`src/rtl/gpio_cport_pkg.sv`:
```
package gpio_cport_pkg;
    typedef enum logic [1:0] {
        REG_PORT = 2'd0,
        REG_DIR  = 2'd1,
        REG_CTRL = 2'd2,
        REG_FLAG = 2'd3
    } reg_sel_e;

    typedef enum logic [1:0] {
        CHG_CLEAR   = 2'd0,
        CHG_HELD    = 2'd1,
        CHG_LATCHED = 2'd2
    } chg_state_e;

    localparam int CTRL_PU_N   = 7;
    localparam int CTRL_EDGE   = 6;
    localparam int CTRL_EXT_IE = 1;
    localparam int CTRL_CHG_IE = 0;
    localparam int FLAG_CHG    = 0;
    localparam int FLAG_EXT    = 1;
endpackage

```
`src/rtl/gpio_cport_sync.sv`:
```
module gpio_cport_sync #(
    parameter int WIDTH  = 8,
    parameter int STAGES = 2
) (
    input  logic             clk,
    input  logic             rst_n,
    input  logic [WIDTH-1:0] d,
    output logic [WIDTH-1:0] q
);
    logic [WIDTH-1:0] stg [STAGES];

    for (genvar s = 0; s < STAGES; s++) begin : g_stage
        if (s == 0) begin : g_first
            always_ff @(posedge clk or negedge rst_n) begin
                if (!rst_n) stg[0] <= '0;
                else        stg[0] <= d;
            end
        end else begin : g_next
            always_ff @(posedge clk or negedge rst_n) begin
                if (!rst_n) stg[s] <= '0;
                else        stg[s] <= stg[s-1];
            end
        end
    end

    assign q = stg[STAGES-1];
endmodule

```
`src/rtl/gpio_cport_regs.sv`:
```
module gpio_cport_regs
    import gpio_cport_pkg::*;
#(
    parameter int WIDTH  = 8,
    parameter int CHG_LO = 4,
    localparam int CHG_W = WIDTH - CHG_LO
) (
    input  logic             clk,
    input  logic             rst_n,
    input  logic [1:0]       bus_addr,
    input  logic             bus_wr,
    input  logic             bus_rd,
    input  logic [WIDTH-1:0] bus_wdata,
    output logic [WIDTH-1:0] bus_rdata,
    input  logic [WIDTH-1:0] in_sync,
    input  logic             chg_flag,
    output logic [WIDTH-1:0] latch,
    output logic [WIDTH-1:0] dir,
    output logic             pu_n,
    output logic             edge_rise,
    output logic             ext_ie,
    output logic             chg_ie,
    output logic             ext_flag,
    output logic [CHG_W-1:0] snap_hi,
    output logic             port_acc,
    output logic             clr_chg,
    output logic             in0_prev
);
    reg_sel_e sel;
    logic     flag_wr;
    logic     ext_hit;

    assign sel      = reg_sel_e'(bus_addr);
    assign port_acc = (bus_wr || bus_rd) && (sel == REG_PORT);
    assign flag_wr  = bus_wr && (sel == REG_FLAG);
    assign clr_chg  = flag_wr && !bus_wdata[FLAG_CHG];
    assign ext_hit  = edge_rise ? (in_sync[0] && !in0_prev)
                                : (!in_sync[0] && in0_prev);

    always_ff @(posedge clk or negedge rst_n) begin
        if (!rst_n) begin
            latch     <= '0;
            dir       <= '1;
            pu_n      <= 1'b1;
            edge_rise <= 1'b1;
            ext_ie    <= 1'b0;
            chg_ie    <= 1'b0;
        end else if (bus_wr) begin
            unique case (sel)
                REG_PORT: latch <= bus_wdata;
                REG_DIR:  dir   <= bus_wdata;
                REG_CTRL: begin
                    pu_n      <= bus_wdata[CTRL_PU_N];
                    edge_rise <= bus_wdata[CTRL_EDGE];
                    ext_ie    <= bus_wdata[CTRL_EXT_IE];
                    chg_ie    <= bus_wdata[CTRL_CHG_IE];
                end
                REG_FLAG: ;
            endcase
        end
    end

    always_ff @(posedge clk or negedge rst_n) begin
        if (!rst_n) begin
            snap_hi  <= '0;
            in0_prev <= 1'b0;
            ext_flag <= 1'b0;
        end else begin
            in0_prev <= in_sync[0];
            if (port_acc) snap_hi <= in_sync[WIDTH-1:CHG_LO];
            if (ext_hit)
                ext_flag <= 1'b1;
            else if (flag_wr && !bus_wdata[FLAG_EXT])
                ext_flag <= 1'b0;
        end
    end

    always_comb begin
        bus_rdata = '0;
        unique case (sel)
            REG_PORT: bus_rdata = in_sync;
            REG_DIR:  bus_rdata = dir;
            REG_CTRL: begin
                bus_rdata[CTRL_PU_N]   = pu_n;
                bus_rdata[CTRL_EDGE]   = edge_rise;
                bus_rdata[CTRL_EXT_IE] = ext_ie;
                bus_rdata[CTRL_CHG_IE] = chg_ie;
            end
            REG_FLAG: begin
                bus_rdata[FLAG_CHG] = chg_flag;
                bus_rdata[FLAG_EXT] = ext_flag;
            end
        endcase
    end
endmodule

```
`src/rtl/gpio_cport_chg.sv`:
```
module gpio_cport_chg
    import gpio_cport_pkg::*;
#(
    parameter int CHG_W = 4
) (
    input  logic             clk,
    input  logic             rst_n,
    input  logic [CHG_W-1:0] live_hi,
    input  logic [CHG_W-1:0] snap_hi,
    input  logic [CHG_W-1:0] in_mask,
    input  logic             port_acc,
    input  logic             clr_req,
    output logic             chg_flag,
    output logic             chg_hit
);
    chg_state_e state, state_n;

    assign chg_hit = (|((live_hi ^ snap_hi) & in_mask)) && !port_acc;

    always_ff @(posedge clk or negedge rst_n) begin
        if (!rst_n) state <= CHG_CLEAR;
        else        state <= state_n;
    end

    always_comb begin
        state_n = state;
        unique case (state)
            CHG_CLEAR:   if (chg_hit) state_n = CHG_HELD;
            CHG_HELD:    if (!chg_hit) state_n = CHG_LATCHED;
            CHG_LATCHED: begin
                if (chg_hit)      state_n = CHG_HELD;
                else if (clr_req) state_n = CHG_CLEAR;
            end
            default:     state_n = CHG_CLEAR;
        endcase
    end

    always_comb begin
        chg_flag = (state == CHG_HELD) || (state == CHG_LATCHED);
    end
endmodule

```
`src/rtl/gpio_cport.sv`:
```
module gpio_cport
    import gpio_cport_pkg::*;
#(
    parameter int WIDTH       = 8,
    parameter int CHG_LO      = 4,
    parameter int SYNC_STAGES = 2,
    localparam int CHG_W      = WIDTH - CHG_LO
) (
    input  logic             clk,
    input  logic             rst_n,
    input  logic [1:0]       bus_addr,
    input  logic             bus_wr,
    input  logic             bus_rd,
    input  logic [WIDTH-1:0] bus_wdata,
    output logic [WIDTH-1:0] bus_rdata,
    input  logic [WIDTH-1:0] pad_in,
    output logic [WIDTH-1:0] pad_out,
    output logic [WIDTH-1:0] pad_oe,
    output logic [WIDTH-1:0] pu_en,
    input  logic [WIDTH-1:0] ovr_en,
    input  logic [WIDTH-1:0] ovr_dir,
    input  logic             sleep,
    output logic             irq,
    output logic             wake
);
    logic [WIDTH-1:0] in_sync;
    logic [WIDTH-1:0] latch, dir, eff_dir;
    logic [CHG_W-1:0] snap_hi;
    logic pu_n, edge_rise, ext_ie, chg_ie, ext_flag, chg_flag, chg_hit;
    logic port_acc, clr_chg, in0_prev;

    gpio_cport_sync #(.WIDTH(WIDTH), .STAGES(SYNC_STAGES)) u_sync (
        .clk(clk), .rst_n(rst_n), .d(pad_in), .q(in_sync)
    );

    gpio_cport_regs #(.WIDTH(WIDTH), .CHG_LO(CHG_LO)) u_regs (
        .clk(clk), .rst_n(rst_n),
        .bus_addr(bus_addr), .bus_wr(bus_wr), .bus_rd(bus_rd),
        .bus_wdata(bus_wdata), .bus_rdata(bus_rdata),
        .in_sync(in_sync), .chg_flag(chg_flag),
        .latch(latch), .dir(dir), .pu_n(pu_n), .edge_rise(edge_rise),
        .ext_ie(ext_ie), .chg_ie(chg_ie), .ext_flag(ext_flag),
        .snap_hi(snap_hi), .port_acc(port_acc), .clr_chg(clr_chg),
        .in0_prev(in0_prev)
    );

    for (genvar i = 0; i < WIDTH; i++) begin : g_pin
        assign eff_dir[i] = ovr_en[i] ? ovr_dir[i] : dir[i];
        assign pad_oe[i]  = !eff_dir[i];
        assign pu_en[i]   = eff_dir[i] && !pu_n;
    end

    assign pad_out = latch;

    gpio_cport_chg #(.CHG_W(CHG_W)) u_chg (
        .clk(clk), .rst_n(rst_n),
        .live_hi(in_sync[WIDTH-1:CHG_LO]), .snap_hi(snap_hi),
        .in_mask(eff_dir[WIDTH-1:CHG_LO]),
        .port_acc(port_acc), .clr_req(clr_chg),
        .chg_flag(chg_flag), .chg_hit(chg_hit)
    );

    assign irq  = (chg_flag && chg_ie) || (ext_flag && ext_ie);
    assign wake = sleep && chg_flag && chg_ie;
endmodule

```
`config.mk`:
```
export PLATFORM = sky130hd
export DESIGN_NAME = gpio_cport
export DESIGN_NICKNAME = d
export VERILOG_FILES = /design/src/rtl/gpio_cport_pkg.sv /design/src/rtl/gpio_cport_sync.sv /design/src/rtl/gpio_cport_regs.sv /design/src/rtl/gpio_cport_chg.sv /design/src/rtl/gpio_cport.sv
export SDC_FILE = /design/constraint.sdc
export NUM_CORES = 1
export LEC_CHECK = 0
export ABC_AREA = 0
export BUFFER_PORTS_ARGS = -buffer_cell sky130_fd_sc_hd__buf_2
export CAP_MARGIN = 15
export CORE_AREA = 2 2 69 71
export CTS_BUF_LIST = sky130_fd_sc_hd__clkbuf_2 sky130_fd_sc_hd__clkbuf_4 sky130_fd_sc_hd__clkbuf_8
export DETAILED_ROUTE_END_ITERATION = 7
export DIE_AREA = 0 0 71 73
export GPL_ROUTABILITY_DRIVEN = 0
export PLACE_DENSITY = 0.86
export SETUP_SLACK_MARGIN = 0.02
export SLEW_MARGIN = 20
export SYNTH_ARGS = -nofsm -noshare
export SYNTH_HDL_FRONTEND = slang
export SYNTH_SLANG_ARGS = --single-unit
export TNS_END_PERCENT = 100
```
`constraint.sdc`:
```
create_clock -name clk -period 1.7 [get_ports clk]
set_clock_uncertainty 0.05 [all_clocks]
set_input_delay 0.51 -clock clk [delete_from_list [all_inputs] [get_ports clk]]
set_output_delay 0.51 -clock clk [all_outputs]
set_load 0.005 [all_outputs]
```
Yosys cells after proc, flatten, opt, wreduce, memory -nomap -nowiden
Cells that the tools add are included.
{ "totals": {"reg_bits": 44, "inputBits": 39} }
{ "classes": {"n_eq_ne": 8, "muxes": 19, "bitwise": 2, "reduce_logical": 44} }
{ "op_table": {"columns": ["op", "count"], "rows": [
  ["1-bit logical AND", 19],
  ["1-bit logical NOT", 14],
  ["2-bit case mux with 3 select lines", 2],
  ["1-bit 2-to-1 mux", 11],
  ["2-bit 2-to-1 mux", 4],
  ["2-bit case mux with 4 select lines", 1],
  ["4-bit case mux with 2 select lines", 1],
  ["2-bit == test (second input constant)", 3],
  ["2-bit AND reduction", 3],
  ["4-bit bitwise AND", 1],
  ["2-bit by 1-bit == test with 1-bit output (second input constant)", 2],
  ["2-bit logical NOT", 2],
  ["2-bit inequality test (second input constant)", 2],
  ["4-bit OR reduction", 1],
  ["4-bit XOR", 1],
  ["1-bit logical OR", 3],
  ["3-bit inequality test (second input constant)", 1],
  ["3-bit AND reduction", 1],
  ["2-bit nonzero test", 1]
]} }

Logic depth before layout (Yosys ltp)
{ "logic_depth": {"ltp_word": 6, "ltp_mapped": 6} }

Hierarchy
From an unflattened synthesis, not the netlist that was laid out.
{ "hier_totals": {"cells_unflattened": 151, "hier_area_um2": 2033.2} }
{ "modules_own_cells": {"columns": ["mod", "n_inst", "cells_per_inst", "area_each_um2", "seq_area_each_um2"], "rows": [
  ["gpio_cport_regs", 1, 81, 1186.1, 663.1],
  ["gpio_cport_sync", 1, 24, 460.4, 400.4],
  ["gpio_cport_chg", 1, 23, 227.7, 50.0],
  ["gpio_cport", 1, 23, 158.9, 0.0]
]} }

Least setup slack after synthesis
OpenSTA, ideal clock, no wires.
{ "synth_timing": {"path_kind": "input-to-reg", "start": "in ovr_en[6]", "end": "reg u_chg.state[1]", "setup_time_ns": 0.125, "arrival_ns": 1.724, "required_time_ns": 1.525, "setup_slack_ns": -0.199, "cell_stages": 5, "n_path_buf": 0, "path_cell_list": "mux2i_1 -> o22ai_1 -> o21bai_1 -> mux2_4 -> mux2_4"} }
{ "synth_between": {"elab_chain_cells": 6, "elab_cells_between_ends": 10} }
{ "synth_rtl": {"columns": ["element", "line", "rtl"], "rows": [
  ["start: declaration", "gpio_cport.sv:20", "input logic [WIDTH-1:0] ovr_en,"],
  ["1-bit 2-to-1 mux (*)", "gpio_cport.sv:48", "assign eff_dir[i] = ovr_en[i] ? ovr_dir[i] : dir[i];"],
  ["4-bit bitwise AND (*)", "gpio_cport_chg.sv:18", "assign chg_hit = (|((live_hi ^ snap_hi) & in_mask)) && !port_acc;"],
  ["4-bit OR reduction (*)", "gpio_cport_chg.sv:18", null],
  ["1-bit logical AND (*)", "gpio_cport_chg.sv:18", null],
  ["3-bit inequality test (no line) (tied with other cells)", null, null],
  ["3-bit AND reduction (no line) / 2-bit case mux with 3 select lines (equally long branches)", null, null],
  ["end signal: assignment", "gpio_cport_chg.sv:22", "else state <= state_n;"],
  ["end: declaration", "gpio_cport_chg.sv:16", "chg_state_e state, state_n;"]
]} }
Every way passes the cells marked *; elsewhere a longest branch is shown, timed or not.
A chain may end at the register's enable or synchronous reset.

Worst setup path in the final report
{ "layout_timing": {"start": "reg u_chg.state[0]", "end": "out bus_rdata[0]"} }
{ "layout_between": {"elab_chain_cells": 3, "elab_cells_between_ends": 4} }
{ "layout_rtl": {"columns": ["element", "line", "rtl"], "rows": [
  ["2-bit by 1-bit == test with 1-bit output / 2-bit == test (equally long branches)", "gpio_cport_chg.sv:39", "chg_flag = (state == CHG_HELD) || (state == CHG_LATCHED);"],
  ["1-bit logical OR (*)", "gpio_cport_chg.sv:39", null],
  ["2-bit case mux with 4 select lines (*)", "gpio_cport_regs.sv:80", "unique case (sel)"],
  ["end: declaration", "gpio_cport.sv:15", "output logic [WIDTH-1:0] bus_rdata,"]
]} }
Marked as above.

==> impl_metrics.yaml <==
run_status:
  status: "finished, violations left"
  violations: "setup timing"
critical_path:
  crit_chain: "inv_2 -> ha_4 -> mux4_2 -> buf_2"
  rr_worst_depth: 5
  cp_slowest_cell: "mux4_2"
  cp_slowest_stage_delay_ps: 450
  cp_top_family: "multiplexers"
  start_kind: "flop"
  crit_buf_inv: 2
  crit_arrival_ps: 1570
  critical_path_class: "flop to primary output"
  cp.depth: 4
  required_ps: 1140
  endpoint_kind: "primary output"
  path_max_fanout: 2
synthesis:
  avgSynthCellArea_um2: 14.1
  yosysSeqAreaShare: 0.580
  synth_nets: 180
  synthDistinctLibCells: 26
  yosysWarnings: 0
  synth-seq-cells: 44
  syn_inst: 136
  syn_area_um2: 1920
routing:
  ant_nets: 0
  wirelength_um: 5010
  vias: 1551
  wire_per_inst_um: 16.4
  drtIter0Drc: 96
  drc: 0
  viasPerCell: 5.07
  dr.pass1.iters: 4
clock_network:
  clock_latency_ps: 290
  clockBufferDepth: 2
  clk_pin_slew_ps: 80
  cts_tree: "done"
  cts_buffers: 5
  postCtsHoldBufs: 0
  clock-sinks: 44
  cts-htree-levels: 2
  ctsRootBufferMaster: "clkbuf_8"
floorplan:
  rows: 25
  start_util: 0.423
  fp.dieH_um: 73
  coreArea_um2: 4540
  fp.dieW_um: 71
  num_io_pins: 73
  dieArea_um2: 5180
cells_and_area:
  num_antenna_cells: 0
  final_common_cell: "buf_2"
  multi_input_area_um2: 938
  utilization: 0.654
  nets: 295
  seqCellArea_um2: 1110
  n_fill_cell: 325
  drive_above_1_share: 0.730
  areaGrowthSynthToFinish_pct: 54.5
  design_area_um2: 2970
  final_cell_mix: "buf_2 (65), dfrtp_1 (34), buf_4 (29), mux2_2 (24), buf_6 (16)"
place:
  place_ws_ps: -311
  dp_hpwl_um: 3390
  portBuffers: 72
  place_area_um2: 2620
job:
  cap_viol_max_count: 0
global_route:
  grt_usage: 0.201
  grt_pass1_wl_um: 7700
  antenna_found_initial: 0
  grt_pass1_vias: 1607
  grt_max_degree: 45
  gr-total-overflow: 0
power_and_ir_drop:
  p_leak_nw: 1.40
  ir_drop_mv: 0.610
  p_total_mw: 3.24
  power.density_nw_per_um2: 1090
timing:
  hold_viol: 0
  period_share: 1.25
  relSlewSlack: 0.844
  maxSlewViolCount: 0
  setup_tns_ps: -2420
  fin_ws_ps: -429
  rsz0062_at_grt: "yes"
  setup_viol: 21
  worstMarginPinSlew_ps: 228
  fin_crit_ps: 2130
  max_clock_freq_ghz: 0.470
worst_hold_path:
  min_path_type: "primary input to async pin"
[metal layers]
layer / global-route usage / share of wire
met4: 0.124 / 0.033
met5: 0 / 0
met1: 0.226 / 0.39
met3: 0.0470 / 0.041
met2: 0.347 / 0.53
[area by class of cell]
class / count / area share
flip-flops and latches: 44 / 0.375
multi-input cells: 87 / 0.316
repair buffers: 111 / 0.250
clock buffers: 6 / 0.0278
well taps: 54 / 0.0228
clock inverters: 2 / 0.00506
inverters: 2 / 0.00253
[metrics by stage]
stage | instances | hold WS, ps
detailed placement | 287 | 285
CTS | 302 | 128
floorplan | 136 | 164
global route | 306 | 136
global placement | 287 | 282
finish | 306 | 128
[cells by family (layout without fill, tap and decap cells)]
logic type,count (synthesis),count (layout),share of synthesized area
and+or+nand+nor,25,25,0.0651
xor gates and xnor gates,4,4,0.0182
buffers and inverters,5,121,0.0111
AOI/OAI and AO/OA,11,11,0.0404
muxes,42,42,0.253
DFF,44,44,0.580
adders and majority gates,5,5,0.0326
[cell usage after synthesis (all sizes together)]
cell type | n | area (um^2)
dfrtp | 34 | 851
o2bb2ai | 3 | 26.3
mux4 | 2 | 45.0
nor2 | 15 | 56.3
xnor2 | 4 | 35.0
o21bai | 1 | 7.51
o211ai | 1 | 7.51
nand2b | 1 | 6.26
mux2 | 26 | 300
dfstp | 10 | 263
nand3 | 1 | 5.00
nor3b | 1 | 12.5
nor3 | 1 | 10.0
inv | 2 | 7.51
nor2b | 1 | 6.26
nand3b | 2 | 15.0
o21ai | 3 | 15.0
mux2i | 14 | 140
buf | 2 | 10.0
and3 | 1 | 6.26
ha | 5 | 62.6
clkbuf | 1 | 3.75
nand2 | 2 | 7.51
a22o | 1 | 8.76
o22ai | 2 | 12.5
[power by group]
part           total, mW  internal, mW  switching, mW  leakage (nW)
registers           1.35          1.23          0.120         0.504
logic               1.20         0.724          0.476         0.857
clock network      0.685         0.329          0.356        0.0434
[flip-flops by register name, summed over array words and instances (netlist names)]
signal / count
u_sync.stg: 8
u_regs.snap_hi: 4
u_regs.pu_n: 1
u_regs.ext_flag: 1
u_regs.dir: 8
u_regs.in0_prev: 1
u_regs.latch: 8
u_regs.chg_ie: 1
u_regs.edge_rise: 1
u_regs.ext_ie: 1
u_chg.state: 2
u_sync.q: 8
[timing repair]
action / in CTS / in global routing
pin swaps: 10 / 7
endpoints found under the setup margin: 23 / 25
resized for setup: 22 / 17
buffers inserted: 8 / 4
[path summary, 6_finish.rpt]
check / startpoint / end / slack (ps)
hold reg to reg: u_sync.stg[10] / u_sync.q[2] / 300
min in group clk: pad_in[4] / u_sync.stg[12] / 260
hold / removal: rst_n / u_chg.state[1] / 130
setup / recovery: u_chg.state[0] / bus_rdata[0] / -430
setup reg to reg: u_regs.dir[4] / u_chg.state[1] / -90
max in group asynchronous: rst_n / u_regs.dir[3] / 1200
Note: power is estimated with default switching activity, not from simulation.
